`config.mk`:
```
export PLATFORM = sky130hd
export DESIGN_NAME = i2c_wake_chan
export DESIGN_NICKNAME = d
export VERILOG_FILES = /design/src/rtl/i2c_wake_pkg.sv /design/src/rtl/i2c_line_sync.sv /design/src/rtl/i2c_cond_det.sv /design/src/rtl/i2c_byte_engine.sv /design/src/rtl/i2c_wake_chan.sv
export SDC_FILE = /design/constraint.sdc
export NUM_CORES = 1
export LEC_CHECK = 0
export ABC_AREA = 1
export CAP_MARGIN = 15
export CORE_AREA = 2 2 83 85
export DETAILED_ROUTE_END_ITERATION = 10
export DIE_AREA = 0 0 85 87
export SETUP_SLACK_MARGIN = 0.1
export SLEW_MARGIN = 20
export SYNTH_ARGS = -nofsm -noshare
export SYNTH_HDL_FRONTEND = slang
export SYNTH_SLANG_ARGS = --single-unit
```
`constraint.sdc`:
```
create_clock -name clk_i -period 2.2 [get_ports clk_i]
set_input_delay 0.44 -clock clk_i [delete_from_list [all_inputs] [get_ports clk_i]]
set_output_delay 0.44 -clock clk_i [all_outputs]
set_load 0.005 [all_outputs]
```
`src/rtl/i2c_wake_pkg.sv`:
```
package i2c_wake_pkg;
  localparam int unsigned NUM_LINES = 2;
  localparam int unsigned LINE_SDA  = 0;
  localparam int unsigned LINE_SCL  = 1;
  localparam int unsigned WSEL_NINTH = 0;  // interrupt at ninth rising edge
  localparam int unsigned WSEL_HOLD  = 1;  // hold SCL low at byte end
endpackage

```
`src/rtl/i2c_line_sync.sv`:
```
module i2c_line_sync #(
  parameter int unsigned LINES  = 2,
  parameter int unsigned STAGES = 2
) (
  input  logic             clk_i,
  input  logic             rst_ni,
  input  logic [LINES-1:0] lines_i,
  output logic [LINES-1:0] lvl_o,
  output logic [LINES-1:0] prev_o
);
  for (genvar g = 0; g < LINES; g++) begin : g_line
    logic [STAGES:0] pipe_q;
    // idle-high reset avoids a false edge after reset
    always_ff @(posedge clk_i or negedge rst_ni) begin
      if (!rst_ni) pipe_q <= '1;
      else         pipe_q <= {pipe_q[STAGES-1:0], lines_i[g]};
    end
    assign lvl_o[g]  = pipe_q[STAGES-1];
    assign prev_o[g] = pipe_q[STAGES];
  end
endmodule

```
`src/rtl/i2c_cond_det.sv`:
```
module i2c_cond_det (
  input  logic clk_i,
  input  logic rst_ni,
  input  logic sda_i,
  input  logic sda_prev_i,
  input  logic scl_i,
  input  logic scl_prev_i,
  input  logic clr_status_i,
  output logic start_ev_o,
  output logic start_det_o,
  output logic stop_det_o
);
  logic scl_high, stop_ev;
  logic start_q, stop_q;

  assign scl_high   = scl_i & scl_prev_i;
  assign start_ev_o = scl_high & sda_prev_i & ~sda_i;
  assign stop_ev    = scl_high & ~sda_prev_i & sda_i;

  always_ff @(posedge clk_i or negedge rst_ni) begin
    if (!rst_ni) begin
      start_q <= 1'b0;
      stop_q  <= 1'b0;
    end else begin
      if (start_ev_o)                    start_q <= 1'b1;
      else if (stop_ev || clr_status_i)  start_q <= 1'b0;
      if (stop_ev)                       stop_q  <= 1'b1;
      else if (start_ev_o || clr_status_i) stop_q <= 1'b0;
    end
  end

  assign start_det_o = start_q;
  assign stop_det_o  = stop_q;

  a_r1_start_sets_flag: assert property (@(posedge clk_i) disable iff (!rst_ni)
    start_ev_o |=> start_det_o && !stop_det_o);
  a_r2_stop_clears_start: assert property (@(posedge clk_i) disable iff (!rst_ni)
    stop_ev |=> stop_det_o && !start_det_o);
  a_r10_clear_status: assert property (@(posedge clk_i) disable iff (!rst_ni)
    clr_status_i && !start_ev_o && !stop_ev |=> !start_det_o && !stop_det_o);
endmodule

```
`src/rtl/i2c_byte_engine.sv`:
```
module i2c_byte_engine
  import i2c_wake_pkg::*;
#(
  parameter int unsigned ADDR_W = 7,
  parameter int unsigned DATA_W = 8
) (
  input  logic              clk_i,
  input  logic              rst_ni,
  input  logic              sda_i,
  input  logic              scl_i,
  input  logic              scl_prev_i,
  input  logic              start_ev_i,
  input  logic              enable_i,
  input  logic [1:0]        wait_sel_i,
  input  logic              wake_en_i,
  input  logic              ack_chk_en_i,
  input  logic              ack_gen_en_i,
  input  logic [ADDR_W-1:0] slave_addr_i,
  input  logic              wr_shift_i,
  input  logic [DATA_W-1:0] wr_data_i,
  input  logic              clr_irq_i,
  input  logic              clr_status_i,
  input  logic              release_wait_i,
  output logic              irq_o,
  output logic              hold_o,
  output logic              ack_det_o,
  output logic              sda_oe_o,
  output logic [DATA_W-1:0] rx_data_o
);
  localparam int unsigned CNT_W = $clog2(DATA_W + 2);
  localparam int unsigned TXN_W = $clog2(DATA_W);
  localparam logic [CNT_W-1:0] LAST_DATA = CNT_W'(DATA_W);
  localparam logic [CNT_W-1:0] ACK_POS   = CNT_W'(DATA_W + 1);
  localparam logic [TXN_W-1:0] TX_LAST   = TXN_W'(DATA_W - 1);

  logic scl_rise, scl_fall;
  logic [CNT_W-1:0] cnt_q, rise_cnt;
  logic first_q, addr_hit_q, hit_now;
  logic [DATA_W-1:0] rx_sh_q, rx_q, rx_byte_now;
  logic irq_pt, irq_set, irq_q, hold_q, ack_q, ack_drv_q;
  logic load_req;
  logic [DATA_W-1:0] tx_sh_q;
  logic tx_act_q, tx_pend_q, tx_ph_q;
  logic [TXN_W-1:0] tx_n_q;

  assign scl_rise = scl_i & ~scl_prev_i;
  assign scl_fall = ~scl_i & scl_prev_i;
  assign rise_cnt = (cnt_q == ACK_POS) ? CNT_W'(1) : cnt_q + 1'b1;
  assign rx_byte_now = {rx_sh_q[DATA_W-2:0], sda_i};
  assign hit_now  = first_q && (rx_byte_now[DATA_W-1 -: ADDR_W] == slave_addr_i);

  // bit position and address-byte tracking
  always_ff @(posedge clk_i or negedge rst_ni) begin
    if (!rst_ni) begin
      cnt_q      <= '0;
      first_q    <= 1'b0;
      rx_sh_q    <= '0;
      rx_q       <= '0;
      addr_hit_q <= 1'b0;
    end else if (start_ev_i) begin
      cnt_q   <= '0;
      first_q <= 1'b1;
    end else if (scl_rise) begin
      cnt_q <= rise_cnt;
      if (cnt_q == ACK_POS) first_q <= 1'b0;
      if (rise_cnt <= LAST_DATA) rx_sh_q <= rx_byte_now;
      if (rise_cnt == LAST_DATA) begin
        rx_q       <= rx_byte_now;
        addr_hit_q <= hit_now;
      end
    end
  end

  assign irq_pt  = scl_rise && (wait_sel_i[WSEL_NINTH] ? (rise_cnt == ACK_POS)
                                                       : (rise_cnt == LAST_DATA));
  assign irq_set = irq_pt && (!wake_en_i ||
                   (wait_sel_i[WSEL_NINTH] ? addr_hit_q : hit_now));

  always_ff @(posedge clk_i or negedge rst_ni) begin
    if (!rst_ni) begin
      irq_q  <= 1'b0;
      hold_q <= 1'b0;
      ack_q  <= 1'b0;
    end else begin
      if (irq_set)        irq_q <= 1'b1;
      else if (clr_irq_i) irq_q <= 1'b0;
      if (irq_set && wait_sel_i[WSEL_HOLD]) hold_q <= 1'b1;
      else if (release_wait_i)              hold_q <= 1'b0;
      if (scl_rise && rise_cnt == ACK_POS && ack_chk_en_i && !sda_i) ack_q <= 1'b1;
      else if (clr_status_i)                                         ack_q <= 1'b0;
    end
  end

  // transmit path
  assign load_req = wr_shift_i && enable_i;

  always_ff @(posedge clk_i or negedge rst_ni) begin
    if (!rst_ni) begin
      tx_sh_q   <= '0;
      tx_act_q  <= 1'b0;
      tx_pend_q <= 1'b0;
      tx_ph_q   <= 1'b0;
      tx_n_q    <= '0;
    end else if (load_req) begin
      tx_sh_q <= wr_data_i;
      tx_n_q  <= '0;
      tx_ph_q <= 1'b0;
      if (hold_q && !release_wait_i) begin
        tx_pend_q <= 1'b1;
        tx_act_q  <= 1'b0;
      end else begin
        tx_pend_q <= 1'b0;
        tx_act_q  <= 1'b1;
      end
    end else if (release_wait_i && tx_pend_q) begin
      tx_pend_q <= 1'b0;
      tx_act_q  <= 1'b1;
    end else if (tx_act_q) begin
      if (scl_rise) tx_ph_q <= 1'b1;
      else if (scl_fall && tx_ph_q) begin
        tx_ph_q <= 1'b0;
        if (tx_n_q == TX_LAST) tx_act_q <= 1'b0;
        else begin
          tx_n_q  <= tx_n_q + 1'b1;
          tx_sh_q <= {tx_sh_q[DATA_W-2:0], 1'b0};
        end
      end
    end
  end

  // acknowledge generation for received bytes
  always_ff @(posedge clk_i or negedge rst_ni) begin
    if (!rst_ni)                                    ack_drv_q <= 1'b0;
    else if (start_ev_i)                            ack_drv_q <= 1'b0;
    else if (scl_fall && cnt_q == LAST_DATA)        ack_drv_q <= ack_gen_en_i && !tx_act_q;
    else if (scl_fall && cnt_q == ACK_POS)          ack_drv_q <= 1'b0;
  end

  assign irq_o     = irq_q;
  assign hold_o    = hold_q;
  assign ack_det_o = ack_q;
  assign rx_data_o = rx_q;
  assign sda_oe_o  = (tx_act_q & ~tx_sh_q[DATA_W-1]) | ack_drv_q;

  a_r4_count_in_range: assert property (@(posedge clk_i) disable iff (!rst_ni)
    cnt_q <= ACK_POS);
  a_r5_irq_on_scl_rise: assert property (@(posedge clk_i) disable iff (!rst_ni)
    $rose(irq_q) |-> $past(scl_rise));
  a_r6_wake_first_byte: assert property (@(posedge clk_i) disable iff (!rst_ni)
    $rose(irq_q) && $past(wake_en_i) |-> $past(first_q));
  a_r7_hold_needs_select: assert property (@(posedge clk_i) disable iff (!rst_ni)
    $rose(hold_q) |-> $past(wait_sel_i[WSEL_HOLD]) && $past(irq_pt));
  a_r3_ack_in_ack_slot: assert property (@(posedge clk_i) disable iff (!rst_ni)
    $rose(ack_q) |-> cnt_q == ACK_POS);
  a_r8_tx_bit_stable_high: assert property (@(posedge clk_i) disable iff (!rst_ni)
    tx_act_q && $past(tx_act_q) && scl_i && scl_prev_i && !$past(load_req)
    |-> $stable(tx_sh_q[DATA_W-1]));
  a_r8_no_tx_while_pending: assert property (@(posedge clk_i) disable iff (!rst_ni)
    !(tx_act_q && tx_pend_q));
endmodule

```
`src/rtl/i2c_wake_chan.sv`:
```
module i2c_wake_chan
  import i2c_wake_pkg::*;
#(
  parameter int unsigned ADDR_W      = 7,
  parameter int unsigned DATA_W      = 8,
  parameter int unsigned SYNC_STAGES = 2
) (
  input  logic              clk_i,
  input  logic              rst_ni,
  input  logic              sda_i,
  input  logic              scl_i,
  output logic              sda_oe_o,
  output logic              scl_oe_o,
  input  logic              enable_i,
  input  logic [1:0]        wait_sel_i,
  input  logic              wake_en_i,
  input  logic              ack_chk_en_i,
  input  logic              ack_gen_en_i,
  input  logic [ADDR_W-1:0] slave_addr_i,
  input  logic              scl_force_low_i,
  input  logic              wr_shift_i,
  input  logic [DATA_W-1:0] wr_data_i,
  input  logic              clr_irq_i,
  input  logic              clr_status_i,
  input  logic              release_wait_i,
  output logic              irq_o,
  output logic              start_det_o,
  output logic              stop_det_o,
  output logic              ack_det_o,
  output logic [DATA_W-1:0] rx_data_o
);
  logic [NUM_LINES-1:0] raw, lvl, prev;
  logic start_ev, hold;

  assign raw[LINE_SDA] = sda_i;
  assign raw[LINE_SCL] = scl_i;

  i2c_line_sync #(.LINES(NUM_LINES), .STAGES(SYNC_STAGES)) u_sync (
    .clk_i, .rst_ni, .lines_i(raw), .lvl_o(lvl), .prev_o(prev)
  );

  i2c_cond_det u_cond (
    .clk_i, .rst_ni,
    .sda_i(lvl[LINE_SDA]), .sda_prev_i(prev[LINE_SDA]),
    .scl_i(lvl[LINE_SCL]), .scl_prev_i(prev[LINE_SCL]),
    .clr_status_i, .start_ev_o(start_ev),
    .start_det_o, .stop_det_o
  );

  i2c_byte_engine #(.ADDR_W(ADDR_W), .DATA_W(DATA_W)) u_eng (
    .clk_i, .rst_ni,
    .sda_i(lvl[LINE_SDA]), .scl_i(lvl[LINE_SCL]), .scl_prev_i(prev[LINE_SCL]),
    .start_ev_i(start_ev), .enable_i, .wait_sel_i, .wake_en_i,
    .ack_chk_en_i, .ack_gen_en_i, .slave_addr_i, .wr_shift_i, .wr_data_i,
    .clr_irq_i, .clr_status_i, .release_wait_i,
    .irq_o, .hold_o(hold), .ack_det_o, .sda_oe_o, .rx_data_o
  );

  assign scl_oe_o = hold | scl_force_low_i;

  a_r10_force_low: assert property (@(posedge clk_i) disable iff (!rst_ni)
    scl_force_low_i |-> scl_oe_o);
endmodule

```
==> results by stage <==
Status:
- The flow ran to the end, and the final reports show no timing, DRC or antenna violations.

Clock tree:
- Counting every sink on the clock net gives 47.
- The deepest level of the CTS H-tree is 2.
- The clock insertion delay at the later pin of the skew report is 290 ps.
- The post-CTS setup-driven buffer insertion count is 0.
- Clock-pin slew was measured on the worst setup and hold paths at 90 ps.
- The clock tree from TritonCTS is built.
- Counting along the longest clock path gives a buffer depth of 2.
- The count of hold buffers inserted by post-cts repair is 0.
- In this run the clock root is driven by a sky130_fd_sc_hd__clkbuf_8.
- Gates resized during post-CTS repair numbered 0.
- The total CTS buffers is 5.

Power:
- The share of total power dissipated in combinational logic is 0.274.
- The sum of internal, switching and leakage power is 0.00239 W.
- The share of total power dissipated in the clock network is 0.238.
- For this design the ratio of total power to cell area is 847 nW/um^2.
- Summed over all nets, the switching power comes to 0.000750 W.
- Of the total power, registers draw 0.488.
- The leakage power of the design is 1.35 nW.
- The largest voltage drop on the vdd net is 0.385 mV.
- The internal power contribution is 0.00164 W.
- The switching power share of the total is 0.314.

Critical path:
- The largest single stage delay on the critical path is 450 ps.
- For the worst setup path, the data arrival time is 1540 ps.
- The type of destination of the critical path is a primary output.
- The signal on the critical path passes through clkdlybuf4s50_1, or2_2, clkdlybuf4s50_1.
- The most repeated library cell on the critical path is sky130_fd_sc_hd__clkdlybuf4s50_1.
- STA classifies the critical path startpoint as an input pin.
- The critical path is of the input pin to primary output type.
- For this design, the slowest cell found on the critical path is sky130_fd_sc_hd__clkdlybuf4s50_1.
- The cell family contributing the most delay on the critical path is buffers and inverters.
- The number of buffers and inverters on the critical path is 2.
- The critical path required time is 1760 ps.
- The maximum net fanout on the critical path is 1.

Place:
- The final estimated routing congestion in global placement is 0.766.
- Buffers placed on the I/O ports in this run total 43.
- Summed over all nets, the half-perimeter wirelength after detailed placement is 3230 um.

Floorplan:
- 44 I/O pins were placed.
- The initial utilization of the core area, before any placement, comes to 0.335.
- The standard cell core area is 6570 sq um.
- In this run the core area contains 30 standard-cell rows.
- The overall die area is 7400 sq um.
- The die is 85 um wide.
- The vertical die dimension is 87 um.

Logic synthesis:
- Yosys attributes the largest share of cell area to sky130_fd_sc_hd__dfrtp_1, sky130_fd_sc_hd__nand2_1, sky130_fd_sc_hd__dfstp_2, sky130_fd_sc_hd__o21ai_2, sky130_fd_sc_hd__nand3_1.
- The post-synthesis cell type count is 29.
- The number of nets handed over by synthesis was 281.
- The share of the Yosys chip area taken by registers is 0.538.
- The leading area contributor after synthesis is sky130_fd_sc_hd__dfrtp_1.
- The number of synthesis warnings is 0.
- The top cell type's share of synthesized area is 0.466.
- The cell area that synthesis handed to floorplanning was 2200 sq um.
- After technology mapping, the gate count stands at 249.
- The average instance area after synthesis is 8.84 sq um.
- In this run, synthesis produced a sequential element count of 47.

STA:
- Setup violations remaining at the end of the flow were counted as 0.
- For this run, the top clock speed supported by timing is 505 MHz.
- The period utilization is 0.899.
- The headroom to the max-slew limit is 0.600.
- The maximum clock skew at final layout is 5.34 ps.
- The final max-slew violation count is 0.
- Setup repair after global routing left no endpoint under its margin.
- The worst path in the final design needs a cycle of 1980 ps, including I/O delays and setup.
- Setup total negative slack on the finished layout was measured at 0 ps.
- The final hold violation count was 0.
- For the pin with the worst max-slew slack, the measured transition is 600 ps.

Global route:
- The first global-routing pass estimated 7470 um of wire.
- The via count of the first global-routing pass was 1636.
- The combined global-route utilization of all metal layers is 0.126.
- The number of antenna violations at the first check in global routing is 0.
- Entering global routing, the biggest net connects 48 pins.
- For this run, global-route usage on met1 was measured as 0.177.
- The layer flagged by global routing as most heavily used is met2.
- The total overflow left after global routing is 0.
- In the global route stage, met3 resource usage came out at 0.0303.
- In the global route stage, met2 resource usage came out at 0.193.

Cells and area:
- The commonest non-fill, non-tap cell in the layout is sky130_fd_sc_hd__nand2_1.
- The final layout contains 331 nets.
- The count of inserted antenna diode cells is 0.
- The area occupied by multi-input gates is 860 sq um.
- The number of filler instances in the final layout is 645.
- In the layout the commonest cells are sky130_fd_sc_hd__nand2_1, sky130_fd_sc_hd__clkdlybuf4s50_1, sky130_fd_sc_hd__dfrtp_1.
- Compared with the post-synthesis result, the final layout area differs by 28.3%.
- In the final layout, flip-flops and latches occupy 1180 sq um.
- In the final layout, the share of cells above drive strength 1 is 0.160.

Min path:
- The worst hold path belongs to the class input pin to async pin.

Route:
- In the routed design, unresolved DRC markers number 0.
- The pre-antenna-repair detailed-routing pass consisted of 4 iterations.
- The detailed-route via count is 1741.
- Wires add up to 4360 um.
- The detailed router finished its first iteration with 100 violations.
- The remaining antenna violation count after routing is 0.
- After detailed routing, the average wire length per cell comes to 11.5 um.
- In the routed layout, each cell is associated on average with a via count of 4.58.

Run:
- The number of maximum-capacitance constraint violations is 0.
## final timing paths
| check | start | endpoint | slack, ps | depth (start not counted) |
|---|---|---|---|---|
| worst max-delay path | scl_force_low_i | scl_oe_o | 220 | 3 |
| worst min-delay path | rst_ni | u_eng.rx_data_o[7]$_DFFE_PN0P_ | 220 | 2 |
| worst max register to register | u_eng.tx_n_q[0]$_DFFE_PN0P_ | u_eng.tx_sh_q[0]$_DFFE_PN0P_ | 680 | 5 |
| worst min register to register | u_sync.g_line[1].pipe_q[0]$_DFF_PN1_ | u_sync.g_line[1].pipe_q[1]$_DFF_PN1_ | 360 | 0 |
| max in group asynchronous | rst_ni | u_eng.tx_n_q[0]$_DFFE_PN0P_ | 1560 | 2 |
| min in group clk_i | u_sync.g_line[1].pipe_q[0]$_DFF_PN1_ | u_sync.g_line[1].pipe_q[1]$_DFF_PN1_ | 360 | 0 |
## per-layer routing
layer  vias to the layer above  share of wire
met3                         4          0.039
met5                         -              0
li1                        893              -
met4                         0          0.011
met1                       812           0.48
met2                        32           0.47
## area by class of cell
| cell class | count | share of cell area |
|---|---|---|
| sequential | 47 | 0.419 |
| multi-input combinational | 165 | 0.305 |
| timing repair buffer | 47 | 0.161 |
| inverter | 33 | 0.0439 |
| clock buffer | 8 | 0.0355 |
| tap | 80 | 0.0355 |
## flip-flops by register name, indices dropped and copies added (netlist names), 3 cells and up
signal and flops:
u_eng.rx_data_o 8, u_eng.tx_sh_q 8, u_eng.tx_n_q 3, u_eng.rx_sh_q 7, u_eng.cnt_q 4, u_sync.g_line.pipe_q 6
## worst reg2reg max path, cell delays in order (launching register included)
cell and delay, ps:
sky130_fd_sc_hd__dfrtp_1 410, sky130_fd_sc_hd__ha_1 210, sky130_fd_sc_hd__ha_1 220, sky130_fd_sc_hd__nor3_4 250, sky130_fd_sc_hd__nor2_2 130, sky130_fd_sc_hd__a22o_1 190
## power groups by stage
stage | logic (W) | registers (W) | clock network (W)
after CTS | 0.000667 | 0.00117 | 0.000588
after global placement | 0.000655 | 0.00118 | 0
after global routing | 0.000747 | 0.00119 | 0.000624
final | 0.000654 | 0.00117 | 0.000568
after detailed placement | 0.000665 | 0.00118 | 0
after floorplan | 0.000415 | 0.00116 | 0
## synthesized netlist by cell type (all sizes together)
| cell | n |
|---|---|
| nand2 | 81 |
| dfrtp | 41 |
| inv | 33 |
| nand3 | 25 |
| o21ai | 25 |
| nor2 | 11 |
| dfstp | 6 |
| a21oi | 5 |
| nand4 | 4 |
| nor3 | 4 |
| buf | 3 |
| a31oi | 2 |
| ha | 2 |
| a21boi | 1 |
| a22o | 1 |
| a31o | 1 |
| clkbuf | 1 |
| o21bai | 1 |
| o31ai | 1 |
| or2 | 1 |
## cells by family after synthesis
group | after synthesis | synth area share
buffers and inverters | 37 | 0.0716
AND/OR/NAND/NOR | 126 | 0.262
flip-flops | 47 | 0.538
AO/OA/AOI/OAI | 37 | 0.118
adder cells (fa/ha/maj) | 2 | 0.0114
## per-stage QoR
step | instance area, sq um | util | hold slack [ps] | cells | setup slack [ps]
2_1_floorplan | 2200 | - | 144 | 249 | 818
3_3_place_gp | 2720 | 0.414 | 346 | 372 | 220
3_5_place_dp | 2720 | 0.414 | 349 | 372 | 219
4_1_cts | 2820 | 0.430 | 248 | 380 | 215
5_1_grt | 2820 | 0.430 | 277 | 380 | 175
6_report | 2820 | 0.430 | 218 | 380 | 221
(Power assumes the default switching activity.)
